## config.mk

```make
export PLATFORM = sky130hd
export DESIGN_NAME = nested_trig_unit
export DESIGN_NICKNAME = d
export VERILOG_FILES = /design/src/rtl/trig_pkg.sv /design/src/rtl/trig_cfg_regs.sv /design/src/rtl/trig_datapath.sv /design/src/rtl/trig_control.sv /design/src/rtl/nested_trig_unit.sv
export SDC_FILE = /design/constraint.sdc
export NUM_CORES = 1
export LEC_CHECK = 0
export ABC_AREA = 1
export BUFFER_PORTS_ARGS = -buffer_cell sky130_fd_sc_hd__buf_4
export CAP_MARGIN = 20
export CORE_ASPECT_RATIO = 1.1
export CORE_UTILIZATION = 50
export DETAILED_ROUTE_END_ITERATION = 12
export PLACE_DENSITY = 0.8
export SLEW_MARGIN = 15
export SYNTH_ARGS = -nofsm -noshare
export SYNTH_HDL_FRONTEND = slang
export SYNTH_HIERARCHICAL = 1
export SYNTH_SLANG_ARGS = --single-unit
```

## constraint.sdc

```tcl
create_clock -name clk -period 1.9 [get_ports clk]
set_clock_uncertainty 0.2 [all_clocks]
set_input_delay 0.095 -clock clk [delete_from_list [all_inputs] [get_ports clk]]
set_output_delay 0.095 -clock clk [all_outputs]
set_load 0.05 [all_outputs]
```

## src/rtl/trig_pkg.sv

```systemverilog
package trig_pkg;
  localparam int CH_N = 4;

  // condition word: care mask in the low bits, then levels, combine, invert
  typedef struct packed {
    logic            invert;
    logic            anyMode;
    logic [CH_N-1:0] level;
    logic [CH_N-1:0] care;
  } condCfg_t;

  localparam int COND_W = $bits(condCfg_t);

  typedef enum logic [1:0] {
    SRC_A     = 2'd0,
    SRC_B     = 2'd1,
    SRC_NEST  = 2'd2,
    SRC_NEST2 = 2'd3
  } srcSel_t;

  // strobes from datapath to control
  typedef struct packed {
    logic riseB;
    logic riseA;
  } condStrobe_t;
endpackage

```

## src/rtl/trig_cfg_regs.sv

```systemverilog
module trig_cfg_regs
  import trig_pkg::*;
#(
  parameter int DATA_W = 16,
  parameter int FILT_W = 8
) (
  input  logic              clk,
  input  logic              rstN,
  input  logic              cfgWrEn,
  input  logic [1:0]        cfgAddr,
  input  logic [DATA_W-1:0] cfgWrData,
  output condCfg_t          cfgA,
  output condCfg_t          cfgB,
  output srcSel_t           srcSel,
  output logic              extQual,
  output logic              outGate,
  output logic              viewClk,
  output logic [FILT_W-1:0] filtLen
);
  localparam int FILT_LSB = 8;
  localparam condCfg_t COND_RST = '{invert: 1'b0, anyMode: 1'b1,
                                    level: '0, care: '0};

  always_ff @(posedge clk) begin
    if (!rstN) begin
      cfgA    <= COND_RST;
      cfgB    <= COND_RST;
      srcSel  <= SRC_A;
      extQual <= 1'b0;
      outGate <= 1'b0;
      viewClk <= 1'b0;
      filtLen <= '0;
    end else if (cfgWrEn) begin
      case (cfgAddr)
        2'd0: cfgA <= condCfg_t'(cfgWrData[COND_W-1:0]);
        2'd1: cfgB <= condCfg_t'(cfgWrData[COND_W-1:0]);
        2'd2: begin
          srcSel  <= srcSel_t'(cfgWrData[1:0]);
          extQual <= cfgWrData[2];
          outGate <= cfgWrData[3];
          viewClk <= cfgWrData[4];
          filtLen <= cfgWrData[FILT_LSB +: FILT_W];
        end
        default: ;
      endcase
    end
  end
endmodule

```

## src/rtl/trig_datapath.sv

```systemverilog
module trig_datapath
  import trig_pkg::*;
#(
  parameter int FILT_W = 8
) (
  input  logic              clk,
  input  logic              rstN,
  input  logic [CH_N-1:0]   chIn,
  input  logic              extClk,
  input  condCfg_t          cfgA,
  input  condCfg_t          cfgB,
  input  logic              extQual,
  input  logic              viewClk,
  input  logic              viewB,
  input  logic [FILT_W-1:0] filtLen,
  output condStrobe_t       strobe,
  output logic              viewOut
);
  localparam int SETS = 2;

  logic extPrev;
  logic extEdge;
  logic [SETS-1:0] fltOk;
  logic [SETS-1:0] riseOk;

  always_ff @(posedge clk) begin
    if (!rstN) extPrev <= 1'b0;
    else       extPrev <= extClk;
  end
  assign extEdge = extClk & ~extPrev;

  for (genvar g = 0; g < SETS; g++) begin : g_set
    condCfg_t        cfg;
    logic [CH_N-1:0] hit;
    logic            rawCond;
    logic            heldQ;
    logic            fPrevQ;
    logic            fNow;
    logic [FILT_W-1:0] runCnt;

    assign cfg     = (g == 0) ? cfgA : cfgB;
    assign hit     = cfg.care & ~(chIn ^ cfg.level);
    assign rawCond = (cfg.anyMode ? (|hit) : (hit == cfg.care)) ^ cfg.invert;

    // sample point: every clock, or only on external clock rising edges
    always_ff @(posedge clk) begin
      if (!rstN)                   heldQ <= 1'b0;
      else if (!extQual || extEdge) heldQ <= rawCond;
    end

    // minimum-duration filter: counts samples the condition has stayed true
    always_ff @(posedge clk) begin
      if (!rstN || !heldQ)      runCnt <= '0;
      else if (runCnt < filtLen) runCnt <= runCnt + 1'b1;
    end

    assign fNow = heldQ && (runCnt >= filtLen);

    always_ff @(posedge clk) begin
      if (!rstN) fPrevQ <= 1'b0;
      else       fPrevQ <= fNow;
    end

    assign fltOk[g]  = fNow;
    assign riseOk[g] = fNow & ~fPrevQ;
  end

  assign strobe.riseA = riseOk[0];
  assign strobe.riseB = riseOk[1];
  assign viewOut = viewClk ? extClk : (viewB ? fltOk[1] : fltOk[0]);
endmodule

```

## src/rtl/trig_control.sv

```systemverilog
module trig_control
  import trig_pkg::*;
(
  input  logic        clk,
  input  logic        rstN,
  input  condStrobe_t strobe,
  input  srcSel_t     srcSel,
  input  logic        inhibitIn,
  input  logic        outGate,
  output logic        trigPulse,
  output logic        gateOut,
  output logic        trigOut
);
  logic nested;
  logic armedQ;
  logic trigQ;
  logic fire;

  assign nested = srcSel[1];

  always_comb begin
    case (srcSel)
      SRC_A:   fire = strobe.riseA;
      SRC_B:   fire = strobe.riseB;
      default: fire = armedQ & strobe.riseB;
    endcase
    if (inhibitIn) fire = 1'b0;
  end

  always_ff @(posedge clk) begin
    if (!rstN) begin
      armedQ <= 1'b0;
      trigQ  <= 1'b0;
    end else begin
      trigQ <= fire;
      if (inhibitIn || !nested)      armedQ <= 1'b0;
      else if (armedQ)               armedQ <= ~strobe.riseB;
      else if (strobe.riseA)         armedQ <= 1'b1;
    end
  end

  assign trigPulse = trigQ;
  assign gateOut   = armedQ;
  assign trigOut   = outGate ? armedQ : trigQ;
endmodule

```

## src/rtl/nested_trig_unit.sv

```systemverilog
module nested_trig_unit
  import trig_pkg::*;
#(
  parameter int DATA_W = 16,
  parameter int FILT_W = 8
) (
  input  logic              clk,
  input  logic              rstN,
  input  logic [CH_N-1:0]   chIn,
  input  logic              extClk,
  input  logic              inhibitIn,
  input  logic              cfgWrEn,
  input  logic [1:0]        cfgAddr,
  input  logic [DATA_W-1:0] cfgWrData,
  output logic              trigPulse,
  output logic              gateOut,
  output logic              trigOut,
  output logic              viewOut
);
  condCfg_t          cfgA, cfgB;
  srcSel_t           srcSel;
  logic              extQual, outGate, viewClk;
  logic [FILT_W-1:0] filtLen;
  condStrobe_t       strobe;

  trig_cfg_regs #(.DATA_W(DATA_W), .FILT_W(FILT_W)) u_regs (
    .clk(clk), .rstN(rstN), .cfgWrEn(cfgWrEn), .cfgAddr(cfgAddr),
    .cfgWrData(cfgWrData), .cfgA(cfgA), .cfgB(cfgB), .srcSel(srcSel),
    .extQual(extQual), .outGate(outGate), .viewClk(viewClk),
    .filtLen(filtLen)
  );

  trig_datapath #(.FILT_W(FILT_W)) u_dp (
    .clk(clk), .rstN(rstN), .chIn(chIn), .extClk(extClk),
    .cfgA(cfgA), .cfgB(cfgB), .extQual(extQual), .viewClk(viewClk),
    .viewB(srcSel != SRC_A), .filtLen(filtLen), .strobe(strobe),
    .viewOut(viewOut)
  );

  trig_control u_ctl (
    .clk(clk), .rstN(rstN), .strobe(strobe), .srcSel(srcSel),
    .inhibitIn(inhibitIn), .outGate(outGate), .trigPulse(trigPulse),
    .gateOut(gateOut), .trigOut(trigOut)
  );
endmodule

```

# After elaboration in Yosys (flattened, before gate mapping)
# Cells that the tools add are included.
[totals]
inputBits = 27
word_cells = 79
out_inout_bits = 4
ff_bits = 56
[classes]
n_reduce_logical = 21
bitwise = 17
n_eq_ne = 5
magnitude_cmp = 4
mux = 8
addsub = 2
[op_table]
columns = ["operator", "count"]
rows = [
  ["$add 8x1->8 const B", 2],
  ["$ge 8x8->1", 2],
  ["$lt 8x8->1", 2],
  ["$and 4x4->4", 2],
  ["$eq 4x4->1", 2],
  ["$not 4->4", 2],
  ["$reduce_or 4->1", 2],
  ["$xor 4x4->4", 2],
  ["$mux 1", 7],
  ["$reduce_and 2->1", 3],
  ["$logic_not 1->1", 5],
  ["$not 1->1", 5],
  ["$and 1x1->1", 4],
  ["$eq 2x1->1 const B", 2],
  ["$logic_not 2->1", 2],
  ["$logic_or 1x1->1", 4],
  ["$reduce_or 2->1", 2],
  ["$eq 2x2->1 const B", 1],
  ["$logic_and 1x1->1", 2],
  ["$pmux 1 s2", 1],
  ["$reduce_bool 2->1", 1],
  ["$xor 1x1->1", 2],
]

# Longest topological paths before layout
[depth]
word_depth = 6
ltp_mapped = 14

# Hierarchy
# Netlist, hierarchy kept.
[modules_own_cells]
columns = ["module", "instances", "cells_each", "area_each_um2"]
rows = [
  ["trig_datapath", 1, 273, 1731.7],
  ["trig_cfg_regs", 1, 212, 1423.9],
  ["trig_control", 1, 20, 117.6],
  ["nested_trig_unit", 1, 3, 11.3],
]

# Worst setup path after synthesis
# OpenSTA, ideal clock, no wires.
[synth_timing]
path_kind = "reg2out"
startpoint = "register u_ctl.trigQ (netlist: u_ctl/trigPulse)"
endpoint = "output trigOut"
required_time_ps = 1605
n_path_buf = 0
arrival_time_ps = 1782
stages_incl_launch_ff = 3
path_slack_ps = -177
cell_sequence = "dfxtp_1 > inv_1 > o21ai_0"
[synth_via]
elab_chain_cells = 1
[synth_lines]
columns = ["element", "line_no", "rtl"]
rows = [
  ["start, declared", "trig_control.sv:16", "logic trigQ;"],
  ["start signal, assigned", "trig_control.sv:35", "trigQ <= fire;"],
  ["$mux 1", "trig_control.sv:44", "assign trigOut = outGate ? armedQ : trigQ;"],
  ["end, declared", "nested_trig_unit.sv:17", "output logic trigOut,"],
]
# Every way passes these cells.

# Final worst setup path
[layout_timing]
startpoint = "register u_regs.filtLen[7]"
endpoint = "output viewOut"
[layout_via]
elab_chain_cells = 4
[layout_lines]
columns = ["element", "line_no", "rtl"]
rows = [
  ["start, declared", "trig_cfg_regs.sv:18", "output logic [FILT_W-1:0] filtLen"],
  ["start signal, assigned", "trig_cfg_regs.sv:42", "filtLen <= cfgWrData[FILT_LSB +: FILT_W];"],
  ["$ge 8x8->1", "trig_datapath.sv:57", "assign fNow = heldQ && (runCnt >= filtLen);"],
  ["$logic_and 1x1->1", "trig_datapath.sv:57", ""],
  ["$mux 1 (*) (2 in a row)", "trig_datapath.sv:70", "assign viewOut = viewClk ? extClk : (viewB ? fltOk[1] : fltOk[0]);"],
  ["end, declared", "nested_trig_unit.sv:18", "output logic viewOut"],
]
# Every way passes the cells marked *; elsewhere a longest branch is shown, timed or not.

==> summary.md <==
The flow ran to the end, but the final reports show violations. The final reports fail on setup timing. Worst min-delay path category: input port to flop. The tools report the via count of the first global-routing pass as 3138. Setup repair after global routing could not meet its margin everywhere. 0 antenna diodes ended up in the layout. The signal on the critical path passes through inv_4 > ha_4 > nand2_4 > nor2_4 > nand4_1 > nand3_2 > nand3_2 > nand2_1 > nand2_1 > nand2_1 > buf_6. After synthesis, the cell types taking the most area are sky130_fd_sc_hd__dfxtp_1 34%, sky130_fd_sc_hd__nand2_1 18%, sky130_fd_sc_hd__inv_1 9.4%. The cell area that synthesis handed to floorplanning was 3280 µm².

The run gives 0.524 as the starting density of the core. The fraction of layout cells with a size suffix above 1 was 0.213; the overall die height was 87.0 µm. The number of cells on the worst reg-to-reg path is 13. The congestion estimate from routability-driven global placement came to 0.871. Number of port buffers: 30. For hold timing, the worst endpoint is u_regs/cfgA[8]$_SDFFE_PN1P_. The tool flagged a number of max-cap violations equal to 0. The number of routed nets with antenna violations is 0, and the leftover overflow at the end of global routing is 0. For the worst setup path, the data required time is 1.60 ns. Slowest cell on the critical path: sky130_fd_sc_hd__dfxtp_2. The critical path in this run is classified as flop to primary output. Most common library cell in the layout ignoring fill and taps: sky130_fd_sc_hd__nand2_1. The async set-or-reset flop fraction in the synthesized netlist was 0; the worst ir drop on vdd was 0.407 mV. Entering global routing, the biggest net connects 27 pins. Dividing total power by cell area gives a power density of 586 nW/µm².

Post-synthesis sequential element count: 56. The library cells used most frequently in the layout, excluding fill and tap cells, are 149 x sky130_fd_sc_hd__nand2_1, 75 x sky130_fd_sc_hd__inv_1, 68 x sky130_fd_sc_hd__nor2_1. After detailed routing, the number of vias per cell comes to 5.10. Initial antenna violation count: 0. The peak per-stage delay on the critical path came out at 0.37 ns. The tools report the launch point of the worst reg-to-reg path as u_regs/filtLen[7]$_SDFFE_PN0P_. The utilization after layout is 0.673, and the cell count of the worst hold path is 3.

The destination of the worst register-to-register timing path was u_ctl/trigPulse$_SDFF_PP0_. Yosys mapped a number of flops with a built-in enable equal to 0. At the pin with the least slew margin, the transition time is 0.454 ns. The synthesized netlist contains 32 unique library cells. The logs give 6900 µm² for the total die area and 3355 for the total number of vias. Data arrival at the endpoint of the critical path: 1.94 ns.

The worst setup path is launched from a flop. The smallest setup slack after layout is -0.331 ns, and the count of synthesis-stage warnings from yosys is 6. STA classifies the critical path endpoint as a primary output. Post-layout total power: 2.47 mW. Setup slack on the worst reg-to-reg path comes out at -0.14 ns. The I/O pin count is 31. The minimum clock period is 2.23 ns. For the placeable core area, the log shows 6270 µm².

The wire-length estimate of the detail-placed layout is 5200 µm. The logs give 0.247 for the global router's overall resource usage and 2.09 nW for the cell leakage power. The tools report the buffer levels on the longest clock path as 2. The average wire per standard cell came out at 12.9 µm. The final-report hold violation count was 0. Among all flip-flop cells after synthesis, the most frequent one is sky130_fd_sc_hd__dfxtp_1. In this run the cell area measured after placement is 3630 µm². After detailed routing, the total wire length is 8470 µm. In this design, the critical path's most frequently occurring cell is sky130_fd_sc_hd__nand2_1.

The tools report the final instance area as 4220 µm². The top cell type's share of synthesized area is 0.341, and the number of max-slew violations in the final report is 0. The clock buffer count from CTS was 5; the largest fanout on the critical path was 2. When the netlist entered floorplanning its net count stood at 553.

The tree is rooted in a sky130_fd_sc_hd__clkbuf_8. The worst max-slew margin expressed relative to the limit was 0.694; the number of violations reported at the end of detailed-routing iteration 0 was 142. After filler insertion, the fill cell instance count of the layout stands at 487. The part of the Yosys area used for sequential elements is 0.341, and the number of rows in the core area is 30. The logs give 56 for the count of clock tree sinks and 0.0193 ns for the hold slack.

The post-route fraction of the period consumed by the critical path was 1.17; the clock latency on the worst-skew pair was 0.31 ns. TritonCTS built the clock tree. The tools report the count of TritonRoute iterations in the first routing pass as 5.

Measured along the x axis, the die boundary spans 79.3 µm. The per-instance average area after synthesis came out at 6.47 µm². The clock slew at the register clock pins of the worst setup and hold paths is 0.10 ns, and the final net count is 625. In this run the most critical hold path is launched from cfgWrEn. Setup violations remaining at the end of the flow were counted as 4. The first global-routing pass estimated 13400 µm of wire. Cell type with the highest aggregate area in the netlist: sky130_fd_sc_hd__dfxtp_1. DRC violations left: 0. The number of H-tree levels came out at 2. The signed area change from the synthesized netlist to the final layout was 28.5%. Achievable clock frequency: 448 MHz. Synthesis handed over a netlist of 508 instances.
==> cells by family after synthesis <==
logic type / Yosys count / synth area share
AOI/OAI and AO/OA: 48 / 0.0804
xor gates and xnor gates: 8 / 0.0236
adders and majority gates: 18 / 0.0686
buffers and inverters: 99 / 0.125
DFF: 56 / 0.341
and+or+nand+nor: 279 / 0.362
==> layer usage <==
layer | part of all wire | vias to the layer above | routed length [µm] | GRT usage
met5 | 0 | - | 0 | 0
met4 | 0.046 | 0 | 388 | 0.127
li1 | - | 1696 | - | -
met2 | 0.51 | 125 | 4340 | 0.463
met1 | 0.39 | 1494 | 3340 | 0.261
met3 | 0.047 | 40 | 397 | 0.0461
==> how the worst max path moves through the flow <==
stage | start | endpoint | slack (ns) | cells after the start
finish | u_regs/filtLen[7]$_SDFFE_PN0P_ | viewOut | -0.33 | 11
global route | u_regs/filtLen[1]$_SDFFE_PN0P_ | viewOut | -0.46 | 13
CTS | u_regs/filtLen[1]$_SDFFE_PN0P_ | viewOut | -0.19 | 13
detailed placement | u_regs/filtLen[7]$_SDFFE_PN0P_ | viewOut | 0.005 | 11
global placement | u_regs/filtLen[7]$_SDFFE_PN0P_ | viewOut | 0.03 | 11
floorplan | u_regs/filtLen[1]$_SDFFE_PN0P_ | viewOut | 0.06 | 12
==> where the power goes <==
part / internal, mW / switching [mW]
combinational: 0.242 / 0.351
sequential: 1.22 / 0.0427
clock: 0.240 / 0.374
total: 1.71 / 0.767
==> registers in the layout, summed over array words and instances (netlist names) <==
name / count
u_ctl/trigPulse: 1
u_regs/viewClk: 1
u_regs/cfgA: 10
u_regs/srcSel: 2
u_regs/cfgB: 10
u_dp/g_set.runCnt: 16
u_regs/outGate: 1
u_regs/extQual: 1
u_dp/extPrev: 1
u_dp/g_set.fPrevQ: 2
u_regs/filtLen: 8
u_dp/g_set.heldQ: 2
u_ctl/gateOut: 1
==> per-stage QoR <==
step           setup TNS [ns]  setup slack (ns)  cells
3_3_place_gp                0            0.0288    619
2_1_floorplan               0            0.0564    508
6_report               -0.513            -0.331    658
5_1_grt                 -1.48            -0.459    658
3_5_place_dp                0           0.00484    619
4_1_cts                -0.185            -0.185    653
==> repair_timing <==
| item | CTS | global route |
|---|---|---|
| setup buffers | 5 | 4 |
| setup endpoints to repair | 2 | 21 |
| pin swaps | 18 | 13 |
| endpoints found under the hold margin | 39 | 0 |
| gates resized for setup | 37 | 18 |
| cloned | 0 | 1 |
| hold buffers | 24 | 0 |
==> cells in the mapped netlist, types with 5 or more instances <==
cell / n
sky130_fd_sc_hd__o21ai_0: 8
sky130_fd_sc_hd__buf_2: 7
sky130_fd_sc_hd__dfxtp_1: 56
sky130_fd_sc_hd__nand2_1: 156
sky130_fd_sc_hd__ha_1: 18
sky130_fd_sc_hd__inv_1: 82
sky130_fd_sc_hd__nand3_1: 31
sky130_fd_sc_hd__nor2_1: 72
sky130_fd_sc_hd__a21oi_1: 28
sky130_fd_sc_hd__nand4_1: 5
==> cell type report <==
class | count | area [µm²] | share of cell area
Sequential cell | 56 | 1140 | 0.269
Clock buffer | 5 | 68.8 | 0.0163
Inverter | 87 | 339 | 0.0803
Multi-Input combinational cell | 354 | 1940 | 0.460
Timing Repair Buffer | 76 | 634 | 0.150
Tap cell | 80 | 100 | 0.0237
==> critical path: cells and delay by family (launching register included) <==
family | cells | cell delay [ns]
fa+ha+maj | 1 | 0.28
buf+inv | 2 | 0.22
flops | 1 | 0.37
simple gates | 8 | 0.77
(Power assumes the default switching activity.)
